[src/rtl/hbr_pkg.sv]
package hbr_pkg;
  localparam int DW     = 16;
  localparam int AW     = 22;
  localparam int TW     = 3;
  localparam int XW     = AW - 18;
  localparam int FW     = 2;
endpackage

[src/rtl/hbr_decode.sv]
module hbr_decode (
  input  logic acc_valid,
  input  logic acc_sel,
  input  logic acc_byte_hi,
  output logic wr_ptr,
  output logic wr_ext,
  output logic wr_init
);
  always_comb begin
    wr_ptr  = acc_valid && !acc_sel && !acc_byte_hi;
    wr_ext  = acc_valid &&  acc_sel &&  acc_byte_hi;
    wr_init = acc_valid &&  acc_sel && !acc_byte_hi;
  end
endmodule

[src/rtl/hbr_addr_reg.sv]
module hbr_addr_reg #(
  parameter int AW = hbr_pkg::AW
) (
  input  logic          clk,
  input  logic          rst_n,
  input  logic          load,
  input  logic [AW-1:0] load_val,
  input  logic          inc_word,
  input  logic          inc_byte,
  output logic [AW-1:0] addr
);
  logic [AW-1:0] addr_nx;
  logic          addr_en;

  always_comb begin
    addr_en = load || inc_word || inc_byte;
    if (load)          addr_nx = load_val;
    else if (inc_word) addr_nx = addr + AW'(2);
    else               addr_nx = addr + AW'(1);
  end

  always_ff @(posedge clk or negedge rst_n) begin
    if (!rst_n)       addr <= '0;
    else if (addr_en) addr <= addr_nx;
  end

  AST_INC_WORD: assert property (@(posedge clk) disable iff (!rst_n)
    (inc_word && !load) |=> (addr == $past(addr) + AW'(2)));
  AST_INC_BYTE: assert property (@(posedge clk) disable iff (!rst_n)
    (inc_byte && !inc_word && !load) |=> (addr == $past(addr) + AW'(1)));
endmodule

[src/rtl/hbr_ctl.sv]
module hbr_ctl
  import hbr_pkg::*;
(
  input  logic          clk,
  input  logic          rst_n,
  input  logic          wr_ptr,
  input  logic          wr_ext,
  input  logic          wr_init,
  input  logic [DW-1:0] wdata,
  input  logic          ext_en,
  input  logic          ctl_done,
  input  logic [TW-1:0] ctl_term,
  output logic          ptr_load,
  output logic [AW-1:0] ptr_val,
  output logic          ready,
  output logic          refused,
  output logic [TW-1:0] term,
  output logic          start,
  output logic [AW-1:0] start_ptr,
  output logic          start_boot,
  output logic          init_req
);
  logic          ready_nx, refused_nx, boot_nx, start_nx, init_nx;
  logic [TW-1:0] term_nx;
  logic [XW-1:0] ext_q, ext_nx;
  logic          boot_q;
  logic          sp_en;

  always_comb begin
    ptr_load = wr_ptr && ready;
    ptr_val  = {(ext_en ? ext_q : XW'(0)), wdata[1:0], wdata[15:2], 2'b00};
    sp_en    = ptr_load;
  end

  always_comb begin
    ready_nx   = ready;
    refused_nx = refused;
    term_nx    = term;
    ext_nx     = ext_q;
    boot_nx    = boot_q;
    start_nx   = 1'b0;
    init_nx    = 1'b0;
    if (ctl_done) begin
      ready_nx = 1'b1;
      term_nx  = ctl_term;
    end
    if (wr_init) begin
      ready_nx   = 1'b1;
      refused_nx = 1'b0;
      term_nx    = '0;
      ext_nx     = '0;
      boot_nx    = 1'b0;
      init_nx    = 1'b1;
    end else if (wr_ptr) begin
      term_nx = '0;
      if (ready) begin
        ready_nx   = 1'b0;
        refused_nx = 1'b0;
        ext_nx     = '0;
        boot_nx    = 1'b0;
        start_nx   = 1'b1;
      end else begin
        refused_nx = 1'b1;
      end
    end else if (wr_ext && ready) begin
      ext_nx  = wdata[11:8];
      boot_nx = wdata[15];
    end
  end

  always_ff @(posedge clk or negedge rst_n) begin
    if (!rst_n) begin
      ready    <= 1'b1;
      refused  <= 1'b0;
      term     <= '0;
      ext_q    <= '0;
      boot_q   <= 1'b0;
      start    <= 1'b0;
      init_req <= 1'b0;
    end else begin
      ready    <= ready_nx;
      refused  <= refused_nx;
      term     <= term_nx;
      ext_q    <= ext_nx;
      boot_q   <= boot_nx;
      start    <= start_nx;
      init_req <= init_nx;
    end
  end

  always_ff @(posedge clk or negedge rst_n) begin
    if (!rst_n) begin
      start_ptr  <= '0;
      start_boot <= 1'b0;
    end else if (sp_en) begin
      start_ptr  <= ptr_val;
      start_boot <= boot_q;
    end
  end

  AST_START_ONE_CYCLE: assert property (@(posedge clk) disable iff (!rst_n)
    start |=> !start);
  AST_START_CLEARS_READY: assert property (@(posedge clk) disable iff (!rst_n)
    start |-> !ready);
  AST_REFUSE_NO_START: assert property (@(posedge clk) disable iff (!rst_n)
    $rose(refused) |-> (!start && term == '0));
  AST_EXT_OFF: assert property (@(posedge clk) disable iff (!rst_n)
    (start && !$past(ext_en)) |-> (start_ptr[AW-1:18] == '0));
  AST_INIT_READY: assert property (@(posedge clk) disable iff (!rst_n)
    init_req |-> (ready && !refused));
endmodule

[src/rtl/hbr_regif.sv]
module hbr_regif
  import hbr_pkg::*;
(
  input  logic          clk,
  input  logic          rst_n,
  input  logic          acc_valid,
  input  logic          acc_sel,
  input  logic          acc_byte_hi,
  input  logic [15:0]   acc_wdata,
  output logic [15:0]   rd_data,
  input  logic          ext_en,
  input  logic          st_sanity,
  input  logic          st_nxm,
  input  logic          st_need_buf,
  input  logic          st_offline,
  input  logic [1:0]    st_fatal,
  input  logic          ctl_done,
  input  logic [2:0]    ctl_term,
  input  logic          dma_inc_word,
  input  logic          dma_inc_byte,
  output logic [21:0]   bus_addr,
  output logic          start,
  output logic [21:0]   start_ptr,
  output logic          start_boot,
  output logic          init_req
);
  logic          wr_ptr, wr_ext, wr_init;
  logic          ptr_load, ready, refused;
  logic [AW-1:0] ptr_val;
  logic [TW-1:0] term;
  logic [DW-1:0] status;

  hbr_decode u_dec (
    .acc_valid   (acc_valid),
    .acc_sel     (acc_sel),
    .acc_byte_hi (acc_byte_hi),
    .wr_ptr      (wr_ptr),
    .wr_ext      (wr_ext),
    .wr_init     (wr_init)
  );

  hbr_ctl u_ctl (
    .clk        (clk),
    .rst_n      (rst_n),
    .wr_ptr     (wr_ptr),
    .wr_ext     (wr_ext),
    .wr_init    (wr_init),
    .wdata      (acc_wdata),
    .ext_en     (ext_en),
    .ctl_done   (ctl_done),
    .ctl_term   (ctl_term),
    .ptr_load   (ptr_load),
    .ptr_val    (ptr_val),
    .ready      (ready),
    .refused    (refused),
    .term       (term),
    .start      (start),
    .start_ptr  (start_ptr),
    .start_boot (start_boot),
    .init_req   (init_req)
  );

  hbr_addr_reg #(.AW(AW)) u_addr (
    .clk      (clk),
    .rst_n    (rst_n),
    .load     (ptr_load),
    .load_val (ptr_val),
    .inc_word (dma_inc_word),
    .inc_byte (dma_inc_byte),
    .addr     (bus_addr)
  );

  always_comb begin
    status = {refused || st_sanity || st_nxm, 1'b0, st_sanity, refused,
              st_nxm, st_need_buf, bus_addr[17:16], ready, st_offline,
              st_fatal, term, 1'b0};
    rd_data = acc_sel ? status : bus_addr[15:0];
  end

  AST_START_PTR_MATCH: assert property (@(posedge clk) disable iff (!rst_n)
    start |-> (start_ptr == bus_addr));
  AST_REFUSED_KEEPS_ADDR: assert property (@(posedge clk) disable iff (!rst_n)
    (wr_ptr && !ready && !dma_inc_word && !dma_inc_byte) |=> $stable(bus_addr));
endmodule

[config.mk]
export PLATFORM = sky130hd
export DESIGN_NAME = hbr_regif
export DESIGN_NICKNAME = d
export VERILOG_FILES = /design/src/rtl/hbr_pkg.sv /design/src/rtl/hbr_decode.sv /design/src/rtl/hbr_addr_reg.sv /design/src/rtl/hbr_ctl.sv /design/src/rtl/hbr_regif.sv
export SDC_FILE = /design/constraint.sdc
export NUM_CORES = 1
export LEC_CHECK = 0
export BUFFER_PORTS_ARGS = -buffer_cell sky130_fd_sc_hd__buf_2
export CORE_MARGIN = 3
export CORE_UTILIZATION = 45
export DETAILED_ROUTE_END_ITERATION = 10
export GPL_TIMING_DRIVEN = 0
export PLACE_DENSITY = 0.76
export SLEW_MARGIN = 20
export SYNTH_ARGS = -nofsm -noshare
export SYNTH_HDL_FRONTEND = slang
export SYNTH_SLANG_ARGS = --single-unit
[constraint.sdc]
create_clock -name clk -period 1.9 [get_ports clk]
set_input_delay 0.19 -clock clk [delete_from_list [all_inputs] [get_ports clk]]
set_output_delay 0.19 -clock clk [all_outputs]
set_load 0.01 [all_outputs]
==> results.md <==
* Clock Path Buffers at 2
* Sink Count at 55
* Initial antenna violation count at 0
* Post-synth ARST share at 100.0%
* Row count at 27
* P_leak at roughly 0.0019 uW
* Final Hold Fails at 0
* WL met1 at 3548 um
* Yosys top cell by area: dfrtp_1
* Final period util at 102.9%
* DRC at 0
* Final min period at approximately 2.0 ns
* GPL Wtd Cong at ~0.86
* Avg Synthesized Cell Area at 9.221 um^2
* Via-to-Cell Ratio at between 5 and 6
* EDFF count, synth at 0
* Worst path bufs/invs at 1
* Yosys reg bits at between 50 and 60
* Worst-margin pin slew at ~0.71 ns
* GRT Resource Usage Total at 23.12%
* Pre-antenna DRT Iters at 5
* Met2 WL at 3966 um
* Synth top area share at about half
* Layout Cells excl Fill at 497
* Setup-failing EPs final at 3
* Die area at approximately 7100 um^2
* Final Max Slew Viols at 0
* Final Skew at approximately 0.0043 ns
* RSZ-0062 raised after global routing: true
* Most used DFF post-synth: dfrtp_1
* Fin util at around 65%
* Die Wd at 84.41 um
* IO Count at 97
* First-pass GRT wire length at 13270 um
* Violated checks: negative setup slack
* Post-Syn Instances at 300
* Worst EP required at 2.13 ns
* Share of cells above drive strength 1 at between 40% and 50%
* Number of synthesis warnings at 0
* Largest net degree at the start of global routing at between 50 and 60
* Max Used Layer: met4
* CTS root buffer: clkbuf_8
* Crit. End Element: flop
* Distinct cell type count after synthesis at 44
* Sequential element share of the synthesized area at 49.80%
* Via count at 2760
* Peak VDD IR at between 0.5 and 0.6 mV
* Worst-path clk slew at around 0.10 ns
* Fmax achieved at a little over 0.5 GHz
* DP Cell Count at about 470
* DR WL/cell at 16.58 um
* Synthesized cell area at 2766 um^2
* DIE HEIGHT at 84.41 um
* Met3 routed WL at roughly 560 um
* Detail Route Antenna Nets at 0
* Setup TNS at -0.1363 ns
* PD cells at ~1100 nW/um^2
* Grt ovf at 0
* Starting Density at between 40% and 50%
* Ant. Diodes at 0
* Worst skew pair latency at around 0.31 ns
* Worst path slowest cell: or4b_4
* Nets at 460
* H-Tree Depth at 2
* Post-DP HPWL at 5482 um
* Max Cap Viol at 0
* Relative slew slack at roughly 53%
* CP arrival at approximately 2.2 ns
* Largest fanout on the critical path at 8
* Cell family with most CP delay: simple AND/OR/NAND/NOR gates
* Hold WC Path Type: input port to flop
* Core area at about 5700 um^2
* Outcome: complete, but fails checks
* Worst-path cell chain: nand4_4, or4b_4, buf_6, or4_1, a31oi_1
* Startpoint types: flop
* Slack of the critical path at -0.05536 ns
* Power consumption at between 4000 and 5000 uW
* Setup Crit Path Kind: flop to flop
* Vias in the first global route at around 2.7k
* CTS tree: built
* WL final at a little over 8000 um
* # port buffers at 93
* Area grow syn2layout at 34.74%
* Num CTS Buffers at 5
* Initial drt markers at between 200 and 250
* Largest cells by area after synthesis: dfrtp_1 49%, nand2_1 11%, mux2_2 5.3%
* Slowest stage delay, CP at 0.58 ns
final timing paths:
path,slack (ns),startpoint,to,cells past startpoint
worst max-delay path,-0.06,u_addr.addr[7],u_addr.addr[20],5
worst min-delay path,0.08,acc_wdata[1],u_ctl.start_ptr[17],3
worst max register to register,-0.06,u_addr.addr[7],u_addr.addr[20],5
worst min register to register,0.48,u_ctl.start_ptr[14],u_ctl.start_ptr[14],2
max in group asynchronous,0.91,rst_n,u_addr.addr[11],2
min in group asynchronous,0.48,rst_n,u_addr.addr[7],2
cell families (layout without fill, tap and decap cells):
logic type      after synthesis  count (layout)  synth area share, %
flops                        55              55                49.80
buf+inv                      21             145                3.664
xor+xnor                      8               8                2.533
mux                          17              17                6.739
compound gates               48              48                10.85
simple gates                148             148                25.37
other cells                   1               2               0.1356
fa+ha+maj                     2               2               0.9044
metal layers:
| layer | vias to the layer above | GRT usage, % |
|---|---|---|
| met2 | 130 | 38.45 |
| met5 | - | 0 |
| met3 | 17 | 4.612 |
| li1 | 1294 | - |
| met4 | 0 | 7.338 |
| met1 | 1319 | 30.49 |
worst min-delay path, cell delays in order:
cell,delay [ns]
buf_2,0.09
nand2_1,0.04
nand2_1,0.04
where the power goes:
part | switching (uW) | internal, uW
clock network | 388 | 427
registers | 252 | 1440
logic | 832 | 752
what timing repair did:
item	4_1_cts	5_1_grt
endpoints found under the hold margin	54	0
setup buffers	16	7
setup endpoints to repair	10	22
hold buffers	1	0
resized for setup	7	16
cloned	0	0
pin swaps	6	13
stage by stage:
stage	cell area [um^2]	hold WS [ns]	worst slack, ns
global route	3727	0.08725	-0.1316
finish	3727	0.07717	-0.05536
floorplan	2779	-0.1056	-0.01437
global placement	3334	0.4012	-0.1794
detailed placement	3337	0.2796	-0.1774
CTS	3607	0.07178	-0.03103
state kept, by name, summed over array words and instances (netlist names):
name              cells
u_ctl.init_req        1
u_ctl.start_ptr      20
u_addr.addr          22
u_ctl.start_boot      1
u_ctl.term            3
u_ctl.boot_q          1
u_ctl.ready           1
u_ctl.start           1
u_ctl.ext_q           4
u_ctl.refused         1
placed cells by master (no fill, tap or decap), types with 3 or more instances in the layout:
cell | netlist | final
and2_1 | 3 | 3
dfrtp_2 | 0 | 7
a31oi_1 | 7 | 6
clkbuf_8 | 0 | 6
o21ai_0 | 15 | 14
mux2_2 | 13 | 13
nand4_1 | 4 | 4
buf_2 | 0 | 94
o31ai_1 | 6 | 4
buf_4 | 4 | 28
xnor2_1 | 7 | 7
a21oi_1 | 8 | 8
nor2_1 | 19 | 19
nand3_1 | 14 | 11
dfrtp_1 | 54 | 47
nor2b_1 | 4 | 4
nand2_1 | 81 | 81
mux2i_1 | 4 | 4
or4_1 | 6 | 5
o311ai_0 | 5 | 4
clkbuf_1 | 8 | 6
Yosys cell counts (3+ instances only):
cell type and n:
o31ai_1 6, nor2b_1 4, nor2_1 19, and2_1 3, xnor2_1 7, a21oi_1 8, or4b_2 3, dfrtp_1 54
a31oi_1 7, mux2_2 13, mux2i_1 4, nand4_1 4, clkbuf_1 8, nand3_1 14, or4_1 6, nand2_1 81
buf_1 5, o311ai_0 5, o21ai_0 15, buf_4 4
final cells by class:
type,instances,area [um^2]
flip-flops and latches,55,1386
repair buffers,117,650.6
multi-input cells,225,1370
fillers,493,1982
inverters,3,11.26
clock buffers,6,82.58
plain buffers,17,101.3
well taps,72,90.09
clock inverters,2,35.03
Power figures use the tool's default switching activity.
